<file path="src/rtl/crit_prio_sel_pkg.sv">
package crit_prio_sel_pkg;

   typedef enum logic {
      SEL_CODE  = 1'b0,
      SEL_LINES = 1'b1
   } sel_mode_e;

   // Input index evaluated at chain position pos: head first, then ascending
   // order with the head skipped.
   function automatic int chain_index(input int pos, input int head);
      int idx;
      if (pos == 0) begin
         idx = head;
      end else if ((pos - 1) >= head) begin
         idx = pos;
      end else begin
         idx = pos - 1;
      end
      return idx;
   endfunction

   function automatic int code_width(input int n);
      return (n > 1) ? $clog2(n) : 1;
   endfunction

endpackage

</file>
<file path="src/rtl/crit_code_decode.sv">
module crit_code_decode #(
   parameter int N_IN = 8,
   parameter int CW   = crit_prio_sel_pkg::code_width(N_IN)
) (
   input  logic [CW-1:0]   code_i,
   output logic [N_IN-1:0] match_o
);

   for (genvar i = 0; i < N_IN; i++) begin : g_match
      assign match_o[i] = (code_i == CW'(i));
   end

   // R8 support: decoded match terms never overlap
   always_comb begin
      a_r8_match_onehot0 : assert ($onehot0(match_o))
         else $error("decoder produced overlapping match terms");
   end

endmodule

</file>
<file path="src/rtl/crit_prio_chain.sv">
module crit_prio_chain #(
   parameter int N_IN = 8,
   parameter int HEAD = 0
) (
   input  logic [N_IN-1:0] req_i,
   input  logic [N_IN-1:0] data_i,
   output logic [N_IN-1:0] grant_o,
   output logic            y_o
);
   import crit_prio_sel_pkg::*;

   if (HEAD < 0 || HEAD >= N_IN) begin : g_bad_head
      $error("HEAD must index an existing input");
   end

   // taken[k] is high when any input ahead of chain position k is requested
   logic [N_IN:0] taken;
   assign taken[0] = 1'b0;

   for (genvar k = 0; k < N_IN; k++) begin : g_pos
      localparam int IDX = chain_index(k, HEAD);
      assign grant_o[IDX] = req_i[IDX] & ~taken[k];
      assign taken[k+1]   = taken[k] | req_i[IDX];
   end

   assign y_o = |(grant_o & data_i);

   always_comb begin
      a_r8_grant_onehot0 : assert ($onehot0(grant_o))
         else $error("chain granted more than one input");
      a_r8_grant_when_req : assert ((req_i == '0) || (grant_o != '0))
         else $error("request present but nothing granted");
   end

endmodule

</file>
<file path="src/rtl/crit_prio_sel.sv">
module crit_prio_sel #(
   parameter int N_IN     = 8,
   parameter int CRIT_IDX = 5,
   localparam int CW      = crit_prio_sel_pkg::code_width(N_IN)
) (
   input  logic            mode_i,
   input  logic [N_IN-1:0] data_i,
   input  logic [CW-1:0]   sel_code_i,
   input  logic [N_IN-1:0] sel_lines_i,
   output logic            y_o
);
   import crit_prio_sel_pkg::*;

   if (N_IN < 2) begin : g_bad_n
      $error("N_IN must be at least 2");
   end
   if (CRIT_IDX < 0 || CRIT_IDX >= N_IN) begin : g_bad_crit
      $error("CRIT_IDX out of range");
   end

   logic [N_IN-1:0] code_match;
   logic [N_IN-1:0] code_grant;
   logic [N_IN-1:0] line_grant;
   logic            y_code;
   logic            y_line;

   crit_code_decode #(.N_IN(N_IN), .CW(CW)) u_decode (
      .code_i  (sel_code_i),
      .match_o (code_match)
   );

   // code mode: critical input at the head of the chain
   crit_prio_chain #(.N_IN(N_IN), .HEAD(CRIT_IDX)) u_code_chain (
      .req_i   (code_match),
      .data_i  (data_i),
      .grant_o (code_grant),
      .y_o     (y_code)
   );

   // line mode: plain ascending priority, input 0 first
   crit_prio_chain #(.N_IN(N_IN), .HEAD(0)) u_line_chain (
      .req_i   (sel_lines_i),
      .data_i  (data_i),
      .grant_o (line_grant),
      .y_o     (y_line)
   );

   assign y_o = (sel_mode_e'(mode_i) == SEL_LINES) ? y_line : y_code;

   // reference for the line mode: lowest set line, computed by a scan
   logic ref_line;
   always_comb begin
      ref_line = 1'b0;
      for (int i = N_IN - 1; i >= 0; i--) begin
         if (sel_lines_i[i]) ref_line = data_i[i];
      end
   end

   always_comb begin
      if (mode_i == 1'b0 && int'(sel_code_i) < N_IN) begin
         a_r1_code_equals_index : assert (y_o == data_i[sel_code_i])
            else $error("code mode differs from indexed select");
      end
      if (mode_i == 1'b1) begin
         a_r5_lowest_line_wins : assert (y_o == ref_line)
            else $error("line mode did not pick lowest set line");
      end
      if (mode_i == 1'b1 && sel_lines_i == '0) begin
         a_r6_idle_zero : assert (y_o == 1'b0)
            else $error("line mode idle output not zero");
      end
   end

endmodule

</file>
<file path="config.mk">
export PLATFORM = sky130hd
export DESIGN_NAME = crit_prio_sel
export DESIGN_NICKNAME = d
export VERILOG_FILES = /design/src/rtl/crit_prio_sel_pkg.sv /design/src/rtl/crit_code_decode.sv /design/src/rtl/crit_prio_chain.sv /design/src/rtl/crit_prio_sel.sv
export SDC_FILE = /design/constraint.sdc
export NUM_CORES = 1
export LEC_CHECK = 0
export BUFFER_PORTS_ARGS = -buffer_cell sky130_fd_sc_hd__buf_2
export CAP_MARGIN = 0
export CORE_MARGIN = 2
export CORE_UTILIZATION = 25
export DETAILED_ROUTE_END_ITERATION = 16
export PLACE_DENSITY = 0.59
export SYNTH_ARGS = -nofsm -noshare
export SYNTH_HDL_FRONTEND = slang
export SYNTH_HIERARCHICAL = 1
export SYNTH_SLANG_ARGS = --single-unit
</file>
<file path="constraint.sdc">
create_clock -name vclk -period 1.6
set_input_delay 0 -clock vclk [all_inputs]
set_output_delay 0 -clock vclk [all_outputs]
set_load 0.05 [all_outputs]
</file>
==> metrics.txt <==
initial antenna violation count=0; num ports=21; met2 WL post-DR=256 um; largest net degree at the start of global routing=9; final WL=691 um; post-CTS setup buffers=0; Warnings, synthesis=6; Final Max Slew Viols=0; critical path data required time=1.60 ns; post-cts resize count=0; Area Overhead vs Synth=47.1%; DRT met1 WL=367 um; clkbuf count=0; Avg Inst Size Synth=6.97 um2; row cnt=11; CP Launch Type=input port; Die ar.=1300 um2; RSZ-0062 raised after global routing=no; DP HPWL=599 um; worst slew pin tran=0.324 ns; hold_sp=mode_i; Min-Delay Endpoint=y_o; crit-path max cell delay=0.32 ns; fill count=98; min cycle time layout=1.42 ns; DR WL/cell=9.73 um; Slowest-stage cell, CP=nor3b_1; max_slew headroom=0.783; number of DRC markers in iteration 0=7; largest fanout on the critical path=8; DR vias=358; Synth Instances=37; status=finished, final reports clean; most frequent CP cell=buf_2; GRT overflow=0; Crit path depth=7; Seq. cell area=0 um2; overall routing resource usage=0.114; layout net count=80; Final TNS setup=0 ns; Vias/cell=5.04; post-route ant nets=0; worst vdd ir=0.0000677 V; Die Y=36.1 um; routability cong.=0.699; commonest cells after routing, fill and taps aside=21 x buf_2, 10 x a21oi_1, 6 x nand3b_1; seq_cells=0; Die X=36.1 um; critical path capture point type=output port; DRC viols=0; maxcap violations=0; Core ar.=950 um2; most common cell after layout, fill and taps aside=buf_2; Worst Setup SP=sel_code_i[2]; top sig layer=met3; Post-DP Area=379 um2; Highest Clock Rate=705 MHz; HP Class=in -> out; # port buffers=21; P_leak=0.000178 uW; CP Buf/Inv Count=2; design area=379 um2; top cell family by delay on the critical path=simple AND/OR/NAND/NOR gates; Met3 Wirelength=67 um; worst hold stages=3; Critical Path AT=1.42 ns; Final setup viols=0; Initial Util=0.271; post-route setup slack=0.182 ns; Synthesized Nets=57; Final Hold Fails=0; power density cells=261 nW/um2; CTS Hold Bufs=0; Syn Std Cell Area=258 um2; DR pass1 iterations=4; crit path cell chain=buf_2, nor3b_1, nand3b_1, a21oi_1, a211o_1, mux2_4, buf_2; Antenna Cells=0; Setup CP Type=in -> out; Tcrit/Tclk final=0.886; first-pass GRT wire length=1.18 mm; layout cells sized above 1=0.483; dpl ws=0.190 ns; vias in the first global route=272
## metrics by stage
stage | power (uW) | std cells | hold WS [ns] | util
floorplan | 57.0 | 37 | 0.232 | -
global placement | 98.5 | 71 | 0.470 | 0.399
detailed placement | 99.2 | 71 | 0.478 | 0.399
CTS | 99.6 | 71 | 0.478 | 0.399
global route | 110 | 71 | 0.497 | 0.399
finish | 98.8 | 71 | 0.474 | 0.399
## worst min-delay path, delay by kind of cell
kind | cells | cell delay (ns)
buf+inv | 2 | 0.34
mux | 1 | 0.14
## report_power, final
| part | leakage [uW] | total, uW | switching [uW] | internal, uW |
|---|---|---|---|---|
| Clock | 0 | 0 | 0 | 0 |
| Sequential | 0 | 0 | 0 | 0 |
| Combinational | 0.000178 | 98.8 | 48.6 | 50.3 |
| Total | 0.000178 | 98.8 | 48.6 | 50.3 |
## area by class of cell
class	instances	area [um2]	share of cell area
multi-input combinational	37	258	0.680
timing repair buffer	21	105	0.277
tap	13	16.3	0.0429
## worst max path at each step
stage          slack, ns  end
6_report            0.18  y_o
5_1_grt             0.04  y_o
4_1_cts             0.19  y_o
3_5_place_dp        0.19  y_o
3_3_place_gp        0.19  y_o
2_1_floorplan       0.55  y_o
## metal layers
layer  up-vias  track usage
met1       154        0.187
met2        17        0.164
met4         0            0
met3         0       0.0125
met5         -            0
li1        187            -
Note: power is estimated with default switching activity, not from simulation.
